--- config.mk ---
export PLATFORM = sky130hd
export DESIGN_NAME = hdlc_tx_framer
export DESIGN_NICKNAME = d
export VERILOG_FILES = /design/src/rtl/hdlc_tx_pkg.sv /design/src/rtl/hdlc_fcs_engine.sv /design/src/rtl/hdlc_zero_insert.sv /design/src/rtl/hdlc_tx_framer.sv
export SDC_FILE = /design/constraint.sdc
export NUM_CORES = 1
export LEC_CHECK = 0
export ABC_AREA = 1
export BUFFER_PORTS_ARGS = -buffer_cell sky130_fd_sc_hd__buf_2
export CAP_MARGIN = 20
export CELL_PAD_IN_SITES_DETAIL_PLACEMENT = 0
export CELL_PAD_IN_SITES_GLOBAL_PLACEMENT = 1
export CORE_MARGIN = 3
export CORE_UTILIZATION = 35
export CTS_CLUSTER_SIZE = 12
export DETAILED_ROUTE_END_ITERATION = 10
export HOLD_SLACK_MARGIN = 0.03
export PLACE_DENSITY_LB_ADDON = 0.1
export SYNTH_ARGS = -nofsm -noshare
export SYNTH_HDL_FRONTEND = slang
export SYNTH_HIERARCHICAL = 1
export SYNTH_SLANG_ARGS = --single-unit
--- constraint.sdc ---
create_clock -name clk -period 3.45 [get_ports clk]
set_clock_uncertainty 0.2 [all_clocks]
set_input_delay 0.5175 -clock clk [delete_from_list [all_inputs] [get_ports clk]]
set_output_delay 0.5175 -clock clk [all_outputs]
set_load 0.05 [all_outputs]
--- src/rtl/hdlc_tx_pkg.sv ---
package hdlc_tx_pkg;
  localparam int BYTE_W    = 8;
  localparam int FCS_MAX_W = 32;
  localparam int FCS_KINDS = 2;
  localparam logic [BYTE_W-1:0] FLAG_BYTE = 8'h7E;
  localparam logic [BYTE_W-1:0] ONES_BYTE = 8'hFF;

  typedef enum logic [2:0] {
    ST_IDLE, ST_PRE, ST_FLAG, ST_DATA, ST_FCS, ST_ABORT
  } tx_state_e;

  // index 0: 16-bit CCITT, index 1: 32-bit
  function automatic int fcs_width(int kind);
    return (kind == 0) ? 16 : 32;
  endfunction

  // polynomials in reflected (LSB-first) form
  function automatic logic [FCS_MAX_W-1:0] fcs_poly(int kind);
    return (kind == 0) ? 32'h0000_8408 : 32'hEDB8_8320;
  endfunction
endpackage

--- src/rtl/hdlc_fcs_engine.sv ---
module hdlc_fcs_engine
  import hdlc_tx_pkg::*;
#(
  parameter int WIDTH = 16,
  parameter logic [FCS_MAX_W-1:0] POLY_R = 32'h0000_8408
) (
  input  logic                 clk,
  input  logic                 rst_n,
  input  logic                 upd,
  input  logic                 restart,
  input  logic [BYTE_W-1:0]    data,
  output logic [FCS_MAX_W-1:0] fcs_o
);
  logic [WIDTH-1:0] rem, nxt;

  // byte update, bits taken LSB first
  always_comb begin
    nxt = restart ? '1 : rem;
    for (int i = 0; i < BYTE_W; i++) begin
      nxt = (nxt >> 1) ^ ({WIDTH{nxt[0] ^ data[i]}} & POLY_R[WIDTH-1:0]);
    end
  end

  always_ff @(posedge clk) begin
    if (!rst_n)   rem <= '1;
    else if (upd) rem <= nxt;
  end

  assign fcs_o = FCS_MAX_W'(~rem);
endmodule

--- src/rtl/hdlc_zero_insert.sv ---
module hdlc_zero_insert #(
  parameter int STUFF_RUN = 5
) (
  input  logic clk,
  input  logic rst_n,
  input  logic bit_en,
  input  logic zone,     // current bit belongs to a stuffed field
  input  logic src_bit,
  output logic consume,  // source bit is taken this cycle
  output logic tx_bit
);
  localparam int RUN_W = $clog2(STUFF_RUN + 1);

  logic [RUN_W-1:0] ones;
  logic             stuff_now;

  assign stuff_now = (ones == RUN_W'(STUFF_RUN));
  assign consume   = bit_en && !stuff_now;

  always_ff @(posedge clk) begin
    if (!rst_n) begin
      tx_bit <= 1'b1;
      ones   <= '0;
    end else if (bit_en) begin
      if (stuff_now) begin
        tx_bit <= 1'b0;
        ones   <= '0;
      end else begin
        tx_bit <= src_bit;
        ones   <= (zone && src_bit) ? ones + 1'b1 : '0;
      end
    end
  end
endmodule

--- src/rtl/hdlc_tx_framer.sv ---
module hdlc_tx_framer
  import hdlc_tx_pkg::*;
#(
  parameter int PRE_REP_W = 4,
  parameter int STUFF_RUN = 5
) (
  input  logic                 clk,
  input  logic                 rst_n,
  input  logic                 bit_en,
  input  logic                 s_valid,
  output logic                 s_ready,
  input  logic [BYTE_W-1:0]    s_data,
  input  logic                 s_sof,
  input  logic                 s_eof,
  input  logic                 s_nocrc,
  input  logic                 abort_req,
  input  logic                 cfg_fcs_en,
  input  logic                 cfg_fcs32,
  input  logic                 cfg_idle_flags,
  input  logic [BYTE_W-1:0]    cfg_pre_byte,
  input  logic [PRE_REP_W-1:0] cfg_pre_reps,
  output logic                 tx_bit
);
  localparam int CNT_W = $clog2(FCS_MAX_W + 1);

  tx_state_e              state;
  logic [FCS_MAX_W-1:0]   sh;
  logic [CNT_W-1:0]       cnt;
  logic [PRE_REP_W-1:0]   pre_left;
  logic                   cur_eof, frame_nocrc, discard;
  logic                   zone, consume, seg_end, take, fcs_on;
  logic [BYTE_W-1:0]      fill_byte;
  logic [FCS_MAX_W-1:0]   fcs_val [FCS_KINDS];

  assign zone      = (state == ST_DATA) || (state == ST_FCS);
  assign seg_end   = consume && (cnt == CNT_W'(1));
  assign fill_byte = cfg_idle_flags ? FLAG_BYTE : ONES_BYTE;
  assign fcs_on    = cfg_fcs_en && !frame_nocrc;
  assign take      = seg_end && s_valid && !discard &&
                     (((state == ST_FLAG) && s_sof) ||
                      ((state == ST_DATA) && !cur_eof && !abort_req));
  assign s_ready   = discard || take;

  for (genvar g = 0; g < FCS_KINDS; g++) begin : g_fcs
    hdlc_fcs_engine #(
      .WIDTH  (fcs_width(g)),
      .POLY_R (fcs_poly(g))
    ) u_eng (
      .clk     (clk),
      .rst_n   (rst_n),
      .upd     (take),
      .restart (state == ST_FLAG),
      .data    (s_data),
      .fcs_o   (fcs_val[g])
    );
  end

  hdlc_zero_insert #(.STUFF_RUN(STUFF_RUN)) u_stuff (
    .clk     (clk),
    .rst_n   (rst_n),
    .bit_en  (bit_en),
    .zone    (zone),
    .src_bit (sh[0]),
    .consume (consume),
    .tx_bit  (tx_bit)
  );

  always_ff @(posedge clk) begin
    if (!rst_n) begin
      state       <= ST_IDLE;
      sh          <= FCS_MAX_W'(ONES_BYTE);
      cnt         <= CNT_W'(BYTE_W);
      pre_left    <= '0;
      cur_eof     <= 1'b0;
      frame_nocrc <= 1'b0;
      discard     <= 1'b0;
    end else begin
      if (discard && s_valid && s_eof) discard <= 1'b0;
      if (consume) begin
        sh  <= sh >> 1;
        cnt <= cnt - 1'b1;
        if (seg_end) begin
          cnt <= CNT_W'(BYTE_W);
          unique case (state)
            ST_IDLE: begin
              if (s_valid && s_sof && !discard) begin
                if (cfg_pre_reps != '0) begin
                  state    <= ST_PRE;
                  sh       <= FCS_MAX_W'(cfg_pre_byte);
                  pre_left <= cfg_pre_reps - 1'b1;
                end else begin
                  state <= ST_FLAG;
                  sh    <= FCS_MAX_W'(FLAG_BYTE);
                end
              end else begin
                sh <= FCS_MAX_W'(fill_byte);
              end
            end
            ST_PRE: begin
              if (pre_left == '0) begin
                state <= ST_FLAG;
                sh    <= FCS_MAX_W'(FLAG_BYTE);
              end else begin
                sh       <= FCS_MAX_W'(cfg_pre_byte);
                pre_left <= pre_left - 1'b1;
              end
            end
            ST_FLAG: begin
              if (take) begin
                state       <= ST_DATA;
                sh          <= FCS_MAX_W'(s_data);
                cur_eof     <= s_eof;
                frame_nocrc <= s_nocrc;
              end else begin
                state <= ST_IDLE;
                sh    <= FCS_MAX_W'(fill_byte);
              end
            end
            ST_DATA: begin
              if (cur_eof) begin
                if (fcs_on) begin
                  state <= ST_FCS;
                  sh    <= fcs_val[cfg_fcs32];
                  cnt   <= CNT_W'(fcs_width(int'(cfg_fcs32)));
                end else begin
                  state <= ST_FLAG;
                  sh    <= FCS_MAX_W'(FLAG_BYTE);
                end
              end else if (take) begin
                sh      <= FCS_MAX_W'(s_data);
                cur_eof <= s_eof;
              end else begin
                state   <= ST_ABORT;
                sh      <= FCS_MAX_W'(ONES_BYTE);
                discard <= 1'b1;
              end
            end
            ST_FCS: begin
              state <= ST_FLAG;
              sh    <= FCS_MAX_W'(FLAG_BYTE);
            end
            ST_ABORT: begin
              state <= ST_IDLE;
              sh    <= FCS_MAX_W'(fill_byte);
            end
            default: state <= ST_IDLE;
          endcase
        end
      end
    end
  end
endmodule

# Word-level counts from Yosys, hierarchy flattened
# Cells that the tools add are included.
classes:
  n_addsub: 4
  order_cmp: 1
  eq_ne: 13
  n_mux: 45
  bitwise: 35
  n_reduce_logical: 31
op_table:
  columns: ["operator", "count"]
  rows:
  - ["$mux 32", 8]
  - ["$xor 31x32->32", 8]
  - ["$pmux 32 s6", 1]
  - ["$xor 15x16->16", 8]
  - ["$mux 8", 5]
  - ["$not 16->32", 1]
  - ["$not 32->32", 1]
  - ["$mux 6", 5]
  - ["$mux 3", 7]
  - ["$mux 16", 1]
  - ["$xor 1x1->1", 16]
  - ["$pmux 3 s5", 1]
  - ["$logic_and 1x1->1", 14]
  - ["$mux 4", 3]
  - ["$mux 1", 10]
  - ["$ne 2x2->1 const B", 5]
  - ["$eq 3x3->1 const B", 3]
  - ["$pmux 4 s2", 1]
  - ["$reduce_and 4->1", 2]
  - ["$sub 4x1->4 const B", 2]
  - ["$eq 3x2->1 const B", 2]
  - ["$eq 6x1->1 const B", 1]
  - ["$reduce_and 6->1", 1]
  - ["$sub 6x1->6 const B", 1]
  - ["14 further kinds", 22]
word_totals:
  regBits: 100
  in_bits: 31
  out_inout_bits: 2
  word_cells: 140

# Depth between registers and ports, before layout
depth:
  depth_word: 18
  ltp_mapped: 18
  depth_no_buf: 16

# Hierarchy
# The synthesis kept the hierarchy.
by_module_without_submodules:
  columns: ["module", "instances", "cells_each", "area_each_um2", "seq_area_each_um2"]
  rows:
  - ["hdlc_tx_framer", 1, 531, 3283.1, 960.9]
  - ["hdlc_fcs_engine (g_fcs[1].u_eng)", 1, 379, 2517.4, 640.6]
  - ["hdlc_fcs_engine (g_fcs[0].u_eng)", 1, 195, 1153.6, 320.3]
  - ["hdlc_zero_insert", 1, 30, 216.5, 80.1]

# Worst setup path after synthesis
# OpenSTA, ideal clock, no wires.
synth_path:
  kind: "reg2out"
  from: "reg u_stuff.ones[1]"
  to: "out s_ready"
  arrival_ns: 1.695
  required_time_ns: 2.732
  slack_ns: 1.038
  stages_incl_launch_ff: 12
  n_path_buf: 0
  cell_sequence: "dfxtp_1 -> inv_1 -> ha_1 -> nand2_2 -> nand2_2 -> inv_2 -> nand2_1 -> inv_2 -> nand3_2 -> nor2_4 -> nand2_2 -> nand2_1"
synth_via:
  elab_chain_len: 8
synth_lines:
  columns: ["item", "line_no", "source"]
  rows:
  - ["start: declaration", "hdlc_zero_insert.sv:14", "logic [RUN_W-1:0] ones;"]
  - ["start signal: assignment", "hdlc_zero_insert.sv:30", "ones <= (zone && src_bit) ? ones + 1'b1 : '0;"]
  - ["$eq 3x3->1", "hdlc_zero_insert.sv:17", "assign stuff_now = (ones == RUN_W'(STUFF_RUN));"]
  - ["$logic_not 1->1", "hdlc_zero_insert.sv:18", "assign consume = bit_en && !stuff_now;"]
  - ["$logic_and 1x1->1", "hdlc_zero_insert.sv:18", null]
  - ["via consume", "hdlc_tx_framer.sv:31", "logic zone, consume, seg_end, take, fcs_on;"]
  - ["$logic_and 1x1->1", "hdlc_tx_framer.sv:36", "assign seg_end = consume && (cnt == CNT_W'(1));"]
  - ["$logic_and 1x1->1 (3 in a row)", "hdlc_tx_framer.sv:39", "assign take = seg_end && s_valid && !discard &&"]
  - ["$logic_or 1x1->1", "hdlc_tx_framer.sv:42", "assign s_ready = discard || take;"]
  - ["end: declaration", "hdlc_tx_framer.sv:11", "output logic s_ready,"]
# The timed path passes the listed nets, and every way through them passes these cells.

# Final worst setup path
# Same ends and word-level chain as after synthesis.

==> reports/metrics.csv <==
stage;metric;value;unit
setup_path;Top delay family on crit path;simple AND/OR/NAND/NOR gates;
clock_tree;clock buffer depth;2;
synthesis;Post-synth ARST share;0;%
timing;crit path time final;2.95;ns
clock_tree;root buffer cell;clkbuf_16;
setup_path;most used cell, CP;nand2_2;
power_and_ir_drop;Pwr Total;2.67;mW
setup_path;CP Buf/Inv Count;4;
setup_path;Worst Setup Start Kind;register;
power_and_ir_drop;Power Dens Cells;345;nW/um2
timing;# setup viols final;0;
routing;total number of vias;6760;
synthesis;Synth Flop Type;dfxtp_1;
power_and_ir_drop;P_int;1.88;mW
die;initial core utilization;36.2;%
setup_path;RR Startpoint;state[2]$_SDFFE_PN0P_;
final_layout;Nets;1181;
setup_path;R2R Setup Slk;0.66;ns
global_route;first-pass GRT wire length;34800;um
setup_path;crit path cell chain;inv_1 > ha_1 > nand2_2 > nand2_2 > inv_2 > nand2_1 > inv_2 > nand3_2 > nor2_4 > nand2_2 > nand2_1 > buf_2;
placed_design;IO Port Bufs;32;
power_and_ir_drop;Pleak;3.79;nW
timing;f_max;339;MHz
timing;Setup TNS;0;ns
synthesis;Synth warnings;6;
timing;fin crit share;85.5;%
timing;Slew headroom;34.1;%
routing;DRC errors left;0;
global_route;Tot GR Track Use;20.0;%
timing;RSZ-0062 raised after global routing;no;
final_layout;share of cells above drive strength 1;11.9;%
die;die width;149;um
die;die area;22200;um2
clock_tree;cts hold-fix bufs;0;
die;IO Count;33;
final_layout;Layout area overhead;8.04;%
die;CORE AREA;19800;um2
final_layout;area occupied by multi-input gates;4260;um2
synthesis;cell count after synthesis;1135;
power_and_ir_drop;switch share;29.6;%
power_and_ir_drop;Psw;791;uW
clock_tree;clk_lat worst skew;0.36;ns
clock_tree;Post-CTS Setup Inserts;0;
routing;drt first pass iters;5;
synthesis;sequential area share after synthesis;27.9;%
timing;Final Hold Fails;0;
min_path;min-delay src;s_nocrc;
placed_design;Placer Congestion;0.853;
synthesis;synthesized area;7170;um2
clock_tree;H-tree depth;3;
synthesis;post-synthesis sequential element count;100;
clock_tree;cts repair resizes;0;
clock_tree;clock transition at the registers of the reported paths;0.08;ns
setup_path;Worst Path Arrival;2.23;ns
placed_design;hpwl dp;16500;um
timing;max-slew violations;0;
clock_tree;total clock buffers created by CTS;9;
setup_path;worst path required time;2.73;ns
setup_path;CP Capture Type;output port;
placed_design;placed cells;1399;
routing;Via density;4.78;
power_and_ir_drop;clock share of power;40.5;%
global_route;vias in the first global route;6247;
clock_tree;CTS tree;yes;
setup_path;CP max FO;7;
setup_path;R2R Path End;g_fcs[1].u_eng/rem[8]$_SDFFE_PN1P_;
min_path;Hold EP;frame_nocrc$_SDFFE_PN0P_;
die;Vert. Die Dim;149;um
routing;Routed WL;22100;um
synthesis;largest cells by area after synthesis;dfxtp_1, nand2_1, a21oi_1;
final_layout;ANT cells;0;
setup_path;reg2reg path depth;16;
global_route;initial antenna violation count;0;
timing;slew at the pin closest to its max-slew limit;0.988;ns
clock_tree;clock sinks;100;
setup_path;Critical Path Max Stage Delay;0.36;ns
routing;drt wl/cell;15.6;um
outcome;status;completed;
power_and_ir_drop;logic gate share of total power;14.5;%
synthesis;Post-synth EDFFs;0;
power_and_ir_drop;VDD IR max;233;uV
power_and_ir_drop;Seq pwr share;45.0;%
global_route;largest net degree at the start of global routing;47;
min_path;Min-Delay Path Depth;3;
synthesis;Yosys top cell area share;27.9;%
global_route;gr ovfl total;0;
die;row cnt;51;
routing;ANT nets after route;0;
final_layout;Finished Layout Cells;1415;
global_route;GR Util met3;2.92;%
synthesis;leading area contributor after synthesis;dfxtp_1;
setup_path;CP max stage cell;dfxtp_1;
final_layout;Storage cell area;2000;um2
setup_path;WS Path Type;reg -> out;
run;# Max-Cap Violations;0;
global_route;grt peak-use layer;met2;
routing;Initial DRC Count;487;
final_layout;Fill cells;2225;
global_route;GR Layer Usage met1;29.4;%
synthesis;distinct cell type count after synthesis;48;
min_path;Min-Delay Path Class;in -> reg;
global_route;met2 Usage GRT;31.2;%
synthesis;syn avg cell area;6.32;um2
-- cells in the mapped netlist (2+ instances only) --
cell      count
a21oi_1     111
a22o_1       11
a31oi_1       4
buf_1         4
buf_2        10
buf_4        19
buf_6         8
clkbuf_1     18
clkinv_1      2
dfxtp_1     100
ha_1          5
inv_1       139
inv_2        14
nand2_1     301
nand2_2      25
nand2_4       3
nand3_1      76
nand3_2       3
nand3b_1      4
nand4_1       9
nor2_1      109
nor2_2        4
nor2_4       11
nor2_8        4
nor3_1        4
o211ai_1     11
o21ai_0      52
o21ai_1      16
xnor2_1      10
xor2_1       26
xor2_2        4
xor2_4        2
-- cells in the final DEF (no fill, tap or decap), types with 16 or more instances in the layout --
master and count:
a21oi_1 111, dfxtp_1 100, xor2_1 26, o21ai_0 52, nand2_1 301, o21ai_1 16
nand2_2 25, inv_1 139, conb_1 16, nor2_1 109, buf_2 32, nand3_1 76
-- state kept, by name (all words and copies together) (netlist names), 3 cells and up --
name / count
cnt: 6
state: 3
u_stuff/ones: 3
sh: 32
g_fcs.u_eng/rem: 48
pre_left: 4
-- power by group through the flow --
| stage | clock (mW) | combinational (mW) | sequential (mW) |
|---|---|---|---|
| floorplan | 0 | 0.292 | 1.23 |
| global placement | 0 | 0.392 | 1.23 |
| detailed placement | 0 | 0.388 | 1.23 |
| CTS | 1.10 | 0.391 | 1.20 |
| global route | 1.15 | 0.440 | 1.21 |
| finish | 1.08 | 0.388 | 1.20 |
-- metal layers --
layer	up-vias	wire, um
met3	18	685
met1	3070	11500
li1	3585	-
met2	87	9620
met4	0	328
met5	-	0
-- how the worst max path moves through the flow --
| stage | from | endpoint | slack [ns] | depth (start not counted) |
|---|---|---|---|---|
| after floorplan | u_stuff/ones[1]$_SDFFE_PN0P_ | s_ready | 1.04 | 11 |
| after global placement | state[2]$_SDFFE_PN0P_ | g_fcs[1].u_eng/rem[8]$_SDFFE_PN1P_ | 0.70 | 16 |
| after global routing | u_stuff/ones[1]$_SDFFE_PN0P_ | s_ready | 0.31 | 12 |
| final | u_stuff/ones[1]$_SDFFE_PN0P_ | s_ready | 0.50 | 12 |
| after detailed placement | state[2]$_SDFFE_PN0P_ | g_fcs[1].u_eng/rem[8]$_SDFFE_PN1P_ | 0.66 | 16 |
| after CTS | u_stuff/ones[1]$_SDFFE_PN0P_ | s_ready | 0.47 | 12 |
-- area by class of cell --
class | count | area share, %
inverter | 157 | 7.70
sequential | 100 | 25.8
clock inverter | 7 | 0.953
timing repair buffer | 43 | 3.29
tap | 265 | 4.28
multi-input combinational | 834 | 55.0
clock buffer | 9 | 2.91
-- logic make-up after synthesis --
kind of cell             count (synthesis)  share of synthesized area, %
adder cells (fa/ha/maj)                  5                         0.872
flip-flops                             100                          27.9
AO/OA/AOI/OAI                          212                          16.1
XOR/XNOR                                43                          6.30
other                                    1                        0.0523
buffers and inverters                  216                          13.4
AND/OR/NAND/NOR                        558                          35.3
-- tightest hold or removal path, stage by stage --
cell and delay [ns]:
buf_2 0.07, o21ai_0 0.07, a21oi_1 0.10
-- per-stage QoR --
step / instance area, um2 / setup slack, ns / hold WS, ns / utilization, %
floorplan: 7230 / 1.04 / 0.237 / -
global placement: 7450 / 0.697 / 0.251 / 37.7
detailed placement: 7450 / 0.659 / 0.253 / 37.7
CTS: 7750 / 0.469 / 0.234 / 39.2
global route: 7750 / 0.314 / 0.285 / 39.2
finish: 7750 / 0.500 / 0.240 / 39.2
Note: power is estimated with default switching activity, not from simulation.
